File: src/rtl/bko_pkg.sv
package bko_pkg;

    typedef enum logic [1:0] {
        ST_IDLE,
        ST_XMIT,
        ST_WAIT,
        ST_ABORT
    } bko_state_e;

    localparam logic [1:0] STAT_IDLE   = 2'b00;
    localparam logic [1:0] STAT_XMIT   = 2'b01;
    localparam logic [1:0] STAT_WAIT   = 2'b10;
    localparam logic [1:0] STAT_EXCESS = 2'b11;

    // Exponent ceiling selected by the 2-bit limit code.
    function automatic logic [31:0] exp_cap(input logic [1:0] code);
        logic [31:0] cap;
        unique case (code)
            2'd0:    cap = 32'd10;
            2'd1:    cap = 32'd8;
            2'd2:    cap = 32'd4;
            default: cap = 32'd1;
        endcase
        return cap;
    endfunction

endpackage

File: src/rtl/bko_lfsr.sv
module bko_lfsr #(
    parameter int          W    = 16,
    parameter logic [W-1:0] TAPS = 16'hB400
) (
    input  logic         clk,
    input  logic         rst_n,
    output logic [W-1:0] value
);
    logic [W-1:0] lfsr_q;

    // Galois form, shifting right; never reaches zero from a nonzero seed.
    always_ff @(posedge clk or negedge rst_n) begin
        if (!rst_n)
            lfsr_q <= W'(1);
        else if (lfsr_q[0])
            lfsr_q <= (lfsr_q >> 1) ^ TAPS;
        else
            lfsr_q <= lfsr_q >> 1;
    end

    assign value = lfsr_q;
endmodule

File: src/rtl/bko_draw.sv
module bko_draw #(
    parameter int CNT_W = 5,
    parameter int R_W   = 10,
    parameter int KW    = 4
) (
    input  logic [CNT_W-1:0] attempt,
    input  logic [1:0]       limit_code,
    input  logic [R_W-1:0]   rnd,
    output logic [R_W-1:0]   draw
);
    logic [31:0]  cap;
    logic [KW-1:0] k;
    logic [R_W:0]  span;

    always_comb begin
        cap = bko_pkg::exp_cap(limit_code);
        if (32'(attempt) < cap)
            k = KW'(attempt);
        else
            k = KW'(cap);
        // span = 2^k - 1, at most R_W ones
        span = ((R_W+1)'(1) << k) - (R_W+1)'(1);
        draw = rnd & span[R_W-1:0];
    end
endmodule

File: src/rtl/bko_slot_timer.sv
module bko_slot_timer #(
    parameter int SLOT_GIG  = 4096,
    parameter int SLOT_SLOW = 512,
    parameter int R_W       = 10
) (
    input  logic           clk,
    input  logic           rst_n,
    input  logic           load,
    input  logic [R_W-1:0] load_slots,
    input  logic           gig_mode,
    input  logic           bit_tick,
    output logic           expired
);
    localparam int BW = $clog2(SLOT_GIG);
    localparam logic [BW-1:0] LAST_GIG  = BW'(SLOT_GIG - 1);
    localparam logic [BW-1:0] LAST_SLOW = BW'(SLOT_SLOW - 1);

    logic [R_W-1:0] slots_q;
    logic [BW-1:0]  bits_q;
    logic [BW-1:0]  last_bit;

    assign last_bit = gig_mode ? LAST_GIG : LAST_SLOW;

    always_ff @(posedge clk or negedge rst_n) begin
        if (!rst_n) begin
            slots_q <= '0;
            bits_q  <= '0;
        end else if (load) begin
            slots_q <= load_slots;
            bits_q  <= '0;
        end else if (bit_tick && slots_q != '0) begin
            if (bits_q == last_bit) begin
                bits_q  <= '0;
                slots_q <= slots_q - R_W'(1);
            end else begin
                bits_q  <= bits_q + BW'(1);
            end
        end
    end

    assign expired = (slots_q == '0);
endmodule

File: src/rtl/hd_backoff_ctrl.sv
module hd_backoff_ctrl #(
    parameter int SLOT_GIG     = 4096,
    parameter int SLOT_SLOW    = 512,
    parameter int MAX_ATTEMPTS = 16,
    parameter int RAND_W       = 16,
    parameter int EXP_MAX      = 10
) (
    input  logic       clk,
    input  logic       rst_n,
    input  logic       full_duplex,
    input  logic       gig_mode,
    input  logic       bit_tick,
    input  logic [1:0] limit_code,
    input  logic       single_try,
    input  logic       frame_start,
    input  logic       frame_done,
    input  logic       collision,
    output logic       retry_go,
    output logic       abort_pulse,
    output logic [1:0] status
);
    import bko_pkg::*;

    localparam int CNT_W = $clog2(MAX_ATTEMPTS + 1);
    localparam int R_W   = EXP_MAX;
    localparam int KW    = $clog2(EXP_MAX + 1);

    bko_state_e     state_q, state_d;
    logic [CNT_W-1:0] col_q;
    logic [CNT_W-1:0] col_next;
    logic           excess_q;
    logic           hit;
    logic           last_try;
    logic           load_wait;
    logic [RAND_W-1:0] rnd;
    logic [R_W-1:0] draw;
    logic           slots_over;

    assign col_next  = col_q + CNT_W'(1);
    assign hit       = collision && !full_duplex;
    assign last_try  = single_try || (32'(col_next) >= 32'(MAX_ATTEMPTS));
    assign load_wait = (state_q == ST_XMIT) && hit && !last_try;

    bko_lfsr #(.W(RAND_W)) u_lfsr (
        .clk   (clk),
        .rst_n (rst_n),
        .value (rnd)
    );

    bko_draw #(.CNT_W(CNT_W), .R_W(R_W), .KW(KW)) u_draw (
        .attempt    (col_next),
        .limit_code (limit_code),
        .rnd        (rnd[R_W-1:0]),
        .draw       (draw)
    );

    bko_slot_timer #(.SLOT_GIG(SLOT_GIG), .SLOT_SLOW(SLOT_SLOW), .R_W(R_W)) u_timer (
        .clk        (clk),
        .rst_n      (rst_n),
        .load       (load_wait),
        .load_slots (draw),
        .gig_mode   (gig_mode),
        .bit_tick   (bit_tick),
        .expired    (slots_over)
    );

    // Next-state decision
    always_comb begin
        state_d = state_q;
        unique case (state_q)
            ST_IDLE:  if (frame_start) state_d = ST_XMIT;
            ST_XMIT: begin
                if (hit)             state_d = last_try ? ST_ABORT : ST_WAIT;
                else if (frame_done) state_d = ST_IDLE;
            end
            ST_WAIT:  if (slots_over) state_d = ST_XMIT;
            ST_ABORT: state_d = ST_IDLE;
            default:  state_d = ST_IDLE;
        endcase
    end

    // State register with per-frame collision count and sticky outcome
    always_ff @(posedge clk or negedge rst_n) begin
        if (!rst_n) begin
            state_q  <= ST_IDLE;
            col_q    <= '0;
            excess_q <= 1'b0;
        end else begin
            state_q <= state_d;
            if (state_q == ST_IDLE && frame_start) begin
                col_q    <= '0;
                excess_q <= 1'b0;
            end else if (state_q == ST_XMIT && hit) begin
                col_q <= col_next;
                if (last_try) excess_q <= 1'b1;
            end
        end
    end

    // Outputs
    always_comb begin
        retry_go    = 1'b0;
        abort_pulse = 1'b0;
        status      = STAT_IDLE;
        unique case (state_q)
            ST_IDLE:  status = excess_q ? STAT_EXCESS : STAT_IDLE;
            ST_XMIT:  status = STAT_XMIT;
            ST_WAIT: begin
                status   = STAT_WAIT;
                retry_go = slots_over;
            end
            ST_ABORT: begin
                status      = STAT_EXCESS;
                abort_pulse = 1'b1;
            end
            default:  status = STAT_IDLE;
        endcase
    end
endmodule

File: config.mk
export PLATFORM = sky130hd
export DESIGN_NAME = hd_backoff_ctrl
export DESIGN_NICKNAME = d
export VERILOG_FILES = /design/src/rtl/bko_pkg.sv /design/src/rtl/bko_lfsr.sv /design/src/rtl/bko_draw.sv /design/src/rtl/bko_slot_timer.sv /design/src/rtl/hd_backoff_ctrl.sv
export SDC_FILE = /design/constraint.sdc
export NUM_CORES = 1
export LEC_CHECK = 0
export CAP_MARGIN = 20
export CORE_MARGIN = 1
export CORE_UTILIZATION = 60
export CTS_BUF_LIST = sky130_fd_sc_hd__clkbuf_2 sky130_fd_sc_hd__clkbuf_4 sky130_fd_sc_hd__clkbuf_8
export DETAILED_ROUTE_END_ITERATION = 6
export HOLD_SLACK_MARGIN = 0.12
export PLACE_DENSITY_LB_ADDON = 0.2
export SLEW_MARGIN = 20
export SYNTH_ARGS = -nofsm -noshare
export SYNTH_HDL_FRONTEND = slang
export SYNTH_SLANG_ARGS = --single-unit
File: constraint.sdc
create_clock -name clk -period 4.6 [get_ports clk]
set_clock_uncertainty 0.15 [all_clocks]
set_input_delay 0.69 -clock clk [delete_from_list [all_inputs] [get_ports clk]]
set_output_delay 0.69 -clock clk [all_outputs]
set_load 0.02 [all_outputs]
==> results of run 1 <==
==> report_power, final <==
group | leakage [µW] | internal, µW | switching (µW) | total (µW)
Sequential | 0.000621 | 466 | 70.8 | 537
Combinational | 0.000573 | 240 | 332 | 572
Clock | 0.0000517 | 127 | 128 | 255
==> cell type report <==
| class | instances | area [µm²] | share of cell area [%] |
|---|---|---|---|
| multi-input cells | 189 | 1260 | 45.5 |
| flip-flops and latches | 46 | 1150 | 41.7 |
| repair buffers | 16 | 153 | 5.52 |
| clock buffers | 7 | 90.1 | 3.26 |
| well taps | 50 | 62.6 | 2.26 |
| inverters | 12 | 45.0 | 1.63 |
| clock inverters | 1 | 5.00 | 0.181 |
==> kinds of logic (layout without fill, tap and decap cells) <==
group / after synthesis / in the layout / share of synthesized area, %
AO/OA/AOI/OAI: 64 / 64 / 17.8
XOR/XNOR: 20 / 20 / 7.34
adder cells (fa/ha/maj): 6 / 6 / 3.01
buffers and inverters: 22 / 36 / 3.42
flip-flops: 46 / 46 / 46.3
multiplexers: 4 / 4 / 1.66
AND/OR/NAND/NOR: 95 / 95 / 20.5
==> cells in the mapped netlist, drive strengths merged, types with 5 or more instances <==
library cell and number:
nor3 6, o21ai 22, ha 6, and3 5, nand2 22, xor2 10, clkbuf 9, inv 12
o31ai 7, a21oi 12, nand3 11, xnor2 10, nor2 24, dfrtp 45, nand4 5
==> registers in the layout, summed over array words and instances, names as in the netlist <==
register	count
u_timer.bits_q	12
col_q	5
u_timer.slots_q	10
u_lfsr.value	16
excess_q	1
state_q	2
==> final timing paths <==
path | start | end | slack (ps) | cells after the start
worst max-delay path | limit_code[1] | u_timer.slots_q[6] | 580 | 13
worst min-delay path | u_lfsr.value[15] | u_lfsr.value[14] | 210 | 0
worst max register to register | col_q[0] | u_timer.slots_q[6] | 870 | 13
worst min register to register | u_lfsr.value[15] | u_lfsr.value[14] | 210 | 0
max in group asynchronous | rst_n | u_lfsr.value[10] | 3670 | 1
min in group asynchronous | rst_n | u_timer.bits_q[10] | 230 | 1
==> routing by layer <==
| metal | vias to the layer above | global-route usage (%) | part of all wire [%] |
|---|---|---|---|
| li1 | 935 | - | - |
| met5 | - | 0 | 0 |
| met4 | 0 | 11.4 | 2.1 |
| met2 | 37 | 39.4 | 48 |
| met3 | 12 | 4.83 | 3.3 |
| met1 | 939 | 33.2 | 46 |
==> critical path, delay by kind of cell <==
family | cells | cell delay, ps
AOI/OAI and AO/OA | 4 | 1290
and+or+nand+nor | 4 | 610
buffers and inverters | 2 | 570
adders and majority gates | 2 | 520
muxes | 1 | 420
==> cell usage in the layout, fill, tap and decap left out, types with 2 or more instances in the layout <==
master           synthesis  routed
ha_1                     6       6
nor2_1                  24      24
nand2_1                 22      22
a211oi_4                 2       2
o31a_1                   3       3
mux2i_1                  3       3
clkbuf_8                 0       6
xnor2_1                  9       9
nand2b_1                 3       3
nand4_1                  4       4
nand3_1                 11      11
clkdlybuf4s50_1          0      13
nand3b_1                 2       2
a22o_1                   2       2
o21ai_0                 17      17
a31oi_1                  3       3
o22ai_1                  2       2
nor2b_1                  2       2
or3_1                    4       4
and3_1                   5       5
a21oi_1                 12      12
inv_1                   12      12
o31ai_1                  7       7
xor2_1                  10      10
or2_2                    4       4
buf_4                    0       3
o21ai_1                  5       5
nor3_1                   6       5
dfrtp_1                 45      45
==> stage by stage <==
stage	cell area [µm²]	total power (µW)	utilization [%]
finish	2770	1360	69.1
global route	2770	1470	69.1
CTS	2760	1370	69.1
detailed placement	2670	1110	66.7
global placement	2670	1090	66.7
floorplan	2490	959	-
==> flow_metrics.env, run 1 <==
export IMPL_arrival_ps=4100
export IMPL_root_buffer="clkbuf_8"
export IMPL_path_max_fanout=8
export IMPL_cts_resized=0
export IMPL_hold_ws_ps=206
export IMPL_final_cells=321
export IMPL_drc=0
export IMPL_dp_hpwl_um=3630
export IMPL_outcome="finished clean"
export IMPL_dr_first_iter_drc_count=208
export IMPL_synth_top_cell_by_area="dfrtp_1"
export IMPL_area_growth_pct=11.1
export IMPL_setup_slack_ps=577
export IMPL_yosysWarnings=0
export IMPL_critPathMaxStageDelay_ps=500
export IMPL_crit_path_top_delay_cell="clkdlybuf4s50_1"
export IMPL_vias=1923
export IMPL_synth_seq_area_share_pct=46.3
export IMPL_fin_crit_ps=4020
export IMPL_power_leakage_uw=0.00125
export IMPL_fin_crit_sh_pct=87.5
export IMPL_clock_sinks=46
export IMPL_synth_edf_count=0
export IMPL_hp_class="reg -> reg"
export IMPL_coreArea_um2=4000
export IMPL_post_cts_buffers=0
export IMPL_ir_worst_vdd_uv=319
export IMPL_antenna_found_initial=0
export IMPL_timing_fmax_ghz=0.249
export IMPL_h_tree_depth=2
export IMPL_tns_ps=0
export IMPL_pin_count=15
export IMPL_yosysTopAreaCellShare_pct=45.2
export IMPL_postSynthRegisterBits=46
export IMPL_cp_cell_sequence="clkdlybuf4s50_1 -> nor2_1 -> inv_1 -> ha_1 -> nand2b_1 -> a211o_1 -> a211oi_4 -> mux2_2 -> nor3_1 -> nand2_1 -> ha_1 -> a2111oi_0 -> o31a_1"
export IMPL_crit_top_cell="ha_1"
export IMPL_syn_area_per_cell_um2=9.69
export IMPL_finalHoldViolCount=0
export IMPL_dp_slack_ps=275
export IMPL_worstSetupPathType="in -> reg"
export IMPL_fp_dieW_um=66.4
export IMPL_initial_core_util_pct=62.2
export IMPL_slew_headroom_pct=43.2
export IMPL_cts_hold_buf=0
export IMPL_startpoint_type="primary input"
export IMPL_grt_overflow=0
export IMPL_dr_pass1_iters=4
export IMPL_dpl_cell_count=313
export IMPL_avgRoutedWirePerCell_um=15.3
export IMPL_portBuffers=14
export IMPL_grt_usage_pct=25.0
export IMPL_vias_per_cell=5.99
export IMPL_synthArstFlopShare_pct=100
export IMPL_clkTransAtPathRegs_ps=80
export IMPL_synth_distinct_cells=51
export IMPL_die_area_um2=4410
export IMPL_synth_flop_cell="dfrtp_1"
export IMPL_rows=23
export IMPL_drv_slew=0
export IMPL_place_congestion=0.850
export IMPL_insertion_delay_ps=290
export IMPL_routed_wirelength_um=4910
export IMPL_netlist_instances=257
export IMPL_clock_path_buffers=2
export IMPL_ant_nets=0
export IMPL_tightest_slew_ps=845
export IMPL_drive_above_1_share_pct=9.96
export IMPL_synth_area_um2=2490
export IMPL_setup_viol=0
export IMPL_n_antenna_cell=0
export IMPL_cts_tree="built"
export IMPL_critical_path_required_ps=4680
export IMPL_n_fill_cell=302
export IMPL_cts_buffers_inserted=5
export IMPL_final_nets=287
export IMPL_max_cap_violations=0
export IMPL_synthTopCellsByArea="dfrtp_1 45%, nor2_1 3.6%, xor2_1 3.5%"
export IMPL_grt_pass1_vias=1836
export IMPL_die_h_um=66.4
export IMPL_grt_max_degree=47
export IMPL_cp_end_kind="flop"
export IMPL_syn_nets=274
export IMPL_grt_pass1_wl_um=8230
export IMPL_rsz0062_at_grt="no"
export IMPL_power_density_nw_per_um2=493
Note: power is estimated with default switching activity, not from simulation.
==> run 2, diff against run 1 <==
--- a/config.mk
+++ b/config.mk
@@ -7,8 +7,8 @@
 export LEC_CHECK = 0
 export CAP_MARGIN = 20
 export CORE_MARGIN = 1
-export CORE_UTILIZATION = 60
-export CTS_BUF_LIST = sky130_fd_sc_hd__clkbuf_2 sky130_fd_sc_hd__clkbuf_4 sky130_fd_sc_hd__clkbuf_8
+export CORE_UTILIZATION = 45
+export CTS_BUF_LIST = sky130_fd_sc_hd__clkbuf_16
 export DETAILED_ROUTE_END_ITERATION = 6
 export HOLD_SLACK_MARGIN = 0.12
 export PLACE_DENSITY_LB_ADDON = 0.2
==> flow_metrics.env, run 2 (synthesis gave the netlist of run 1 again) <==
export IMPL_portBuffers=14
export IMPL_drive_above_1_share_pct=9.96
export IMPL_path_max_fanout=8
export IMPL_die_area_um2=5830
export IMPL_critPathMaxStageDelay_ps=500
export IMPL_drc=0
export IMPL_final_nets=287
export IMPL_cts_buffers_inserted=5
export IMPL_root_buffer="clkbuf_16"
export IMPL_cp_end_kind="flop"
export IMPL_layout_commonest_cell="dfrtp_1"
export IMPL_cts_hold_buf=0
export IMPL_grt_max_degree=47
export IMPL_n_antenna_cell=0
export IMPL_setup_viol=0
export IMPL_dpl_cell_count=333
export IMPL_largest_reg_flops=16
export IMPL_cp_cell_sequence="clkdlybuf4s50_1 -> nor2_1 -> inv_1 -> ha_1 -> nand2b_1 -> a211o_1 -> a211oi_4 -> mux2_2 -> nor3_1 -> nand2_1 -> ha_1 -> a2111oi_0 -> o31a_1"
export IMPL_outcome="finished clean"
export IMPL_startpoint_type="primary input"
export IMPL_clock_sinks=46
export IMPL_grt_overflow=0
export IMPL_grt_usage_pct=18.1
export IMPL_grt_pass1_wl_um=8430
export IMPL_h_tree_depth=2
export IMPL_insertion_delay_ps=280
export IMPL_crit_top_cell="ha_1"
export IMPL_layout_common_cells="45 x dfrtp_1, 24 x nor2_1, 22 x nand2_1"
export IMPL_drv_slew=0
export IMPL_tightest_slew_ps=820
export IMPL_vias=1879
export IMPL_hold_ws_ps=200
export IMPL_rsz0062_at_grt="no"
export IMPL_worstSetupPathType="in -> reg"
export IMPL_dr_pass1_iters=4
export IMPL_postLayoutCellArea_um2=2840
export IMPL_die_h_um=76.4
export IMPL_power_total_uw=1450
export IMPL_fp_dieW_um=76.4
export IMPL_grt_pass1_vias=1807
export IMPL_dr_first_iter_drc_count=88
export IMPL_ant_nets=0
export IMPL_crit_path_top_delay_cell="clkdlybuf4s50_1"
export IMPL_area_growth_pct=14.1
export IMPL_pin_count=15
export IMPL_power_density_nw_per_um2=510
export IMPL_power_leakage_uw=0.00126
export IMPL_arrival_ps=4110
export IMPL_post_cts_buffers=0
export IMPL_critical_path_required_ps=4670
export IMPL_vias_per_cell=5.51
export IMPL_avgRoutedWirePerCell_um=14.1
export IMPL_place_area_um2=2690
export IMPL_cts_resized=0
export IMPL_slew_headroom_pct=44.9
export IMPL_tns_ps=0
export IMPL_hp_class="reg -> reg"
export IMPL_final_cells=341
export IMPL_timing_fmax_ghz=0.248
export IMPL_dp_hpwl_um=3420
export IMPL_rows=26
export IMPL_clkTransAtPathRegs_ps=60
export IMPL_antenna_found_initial=0
export IMPL_initial_core_util_pct=47.8
export IMPL_cts_tree="built"
export IMPL_ir_worst_vdd_uv=213
export IMPL_max_cap_violations=0
export IMPL_routed_wirelength_um=4800
export IMPL_place_congestion=0.838
export IMPL_finalHoldViolCount=0
export IMPL_clock_path_buffers=2
export IMPL_fin_crit_ps=4030
export IMPL_coreArea_um2=5200
export IMPL_fin_crit_sh_pct=87.7
## run 2: cell count changes in the layout (fill, tap and decap cells not counted)
cell and change:
clkbuf_4 -1, clkinv_4 +1, clkbuf_16 +5, clkbuf_8 -6, clkinvlp_4 +1
## run 2: critical path, delay by kind of cell
kind	cells	cell delay (ps)
and+or+nand+nor	4	640
AOI/OAI and AO/OA	4	1240
buffers and inverters	2	580
muxes	1	420
adders and majority gates	2	530
## run 2: layout make-up
class / instances / area [µm²]
timing repair buffer: 16 / 153
fill: 495 / 2360
tap: 70 / 87.6
sequential: 46 / 1150
inverter: 12 / 45.0
clock buffer: 5 / 125
multi-input combinational: 189 / 1260
clock inverter: 3 / 21.3
## run 2: routing by layer
metal  track usage [%]  up-vias  wire length (µm)
met5                 0        -                 0
li1                  -      941                 -
met4              6.35        0                89
met2              28.1       22              2100
met1              25.1      907              2490
met3              3.71        9               123
## run 2: worst paths after layout
check	to	depth (start not counted)	startpoint	slack (ps)
hold / removal	u_lfsr.value[14]	0	u_lfsr.value[15]	200
max in group asynchronous	col_q[4]	1	rst_n	3650
hold reg to reg	u_lfsr.value[14]	0	u_lfsr.value[15]	200
setup reg to reg	u_timer.slots_q[6]	13	col_q[2]	900
min in group asynchronous	u_timer.slots_q[6]	1	rst_n	250
setup / recovery	u_timer.slots_q[6]	13	limit_code[1]	570
## run 2: power by group
part,total [µW],switching (µW),internal (µW),leakage (µW)
clock network,353,152,201,0.0000698
registers,533,66.1,467,0.000621
logic,564,325,239,0.000573
total,1450,543,907,0.00126
## run 2: metrics by stage
stage               utilization, %  worst slack, ps
floorplan                        -              924
global placement              51.7              392
detailed placement            51.7              314
CTS                           54.5              603
global route                  54.6              371
finish                        54.6              565
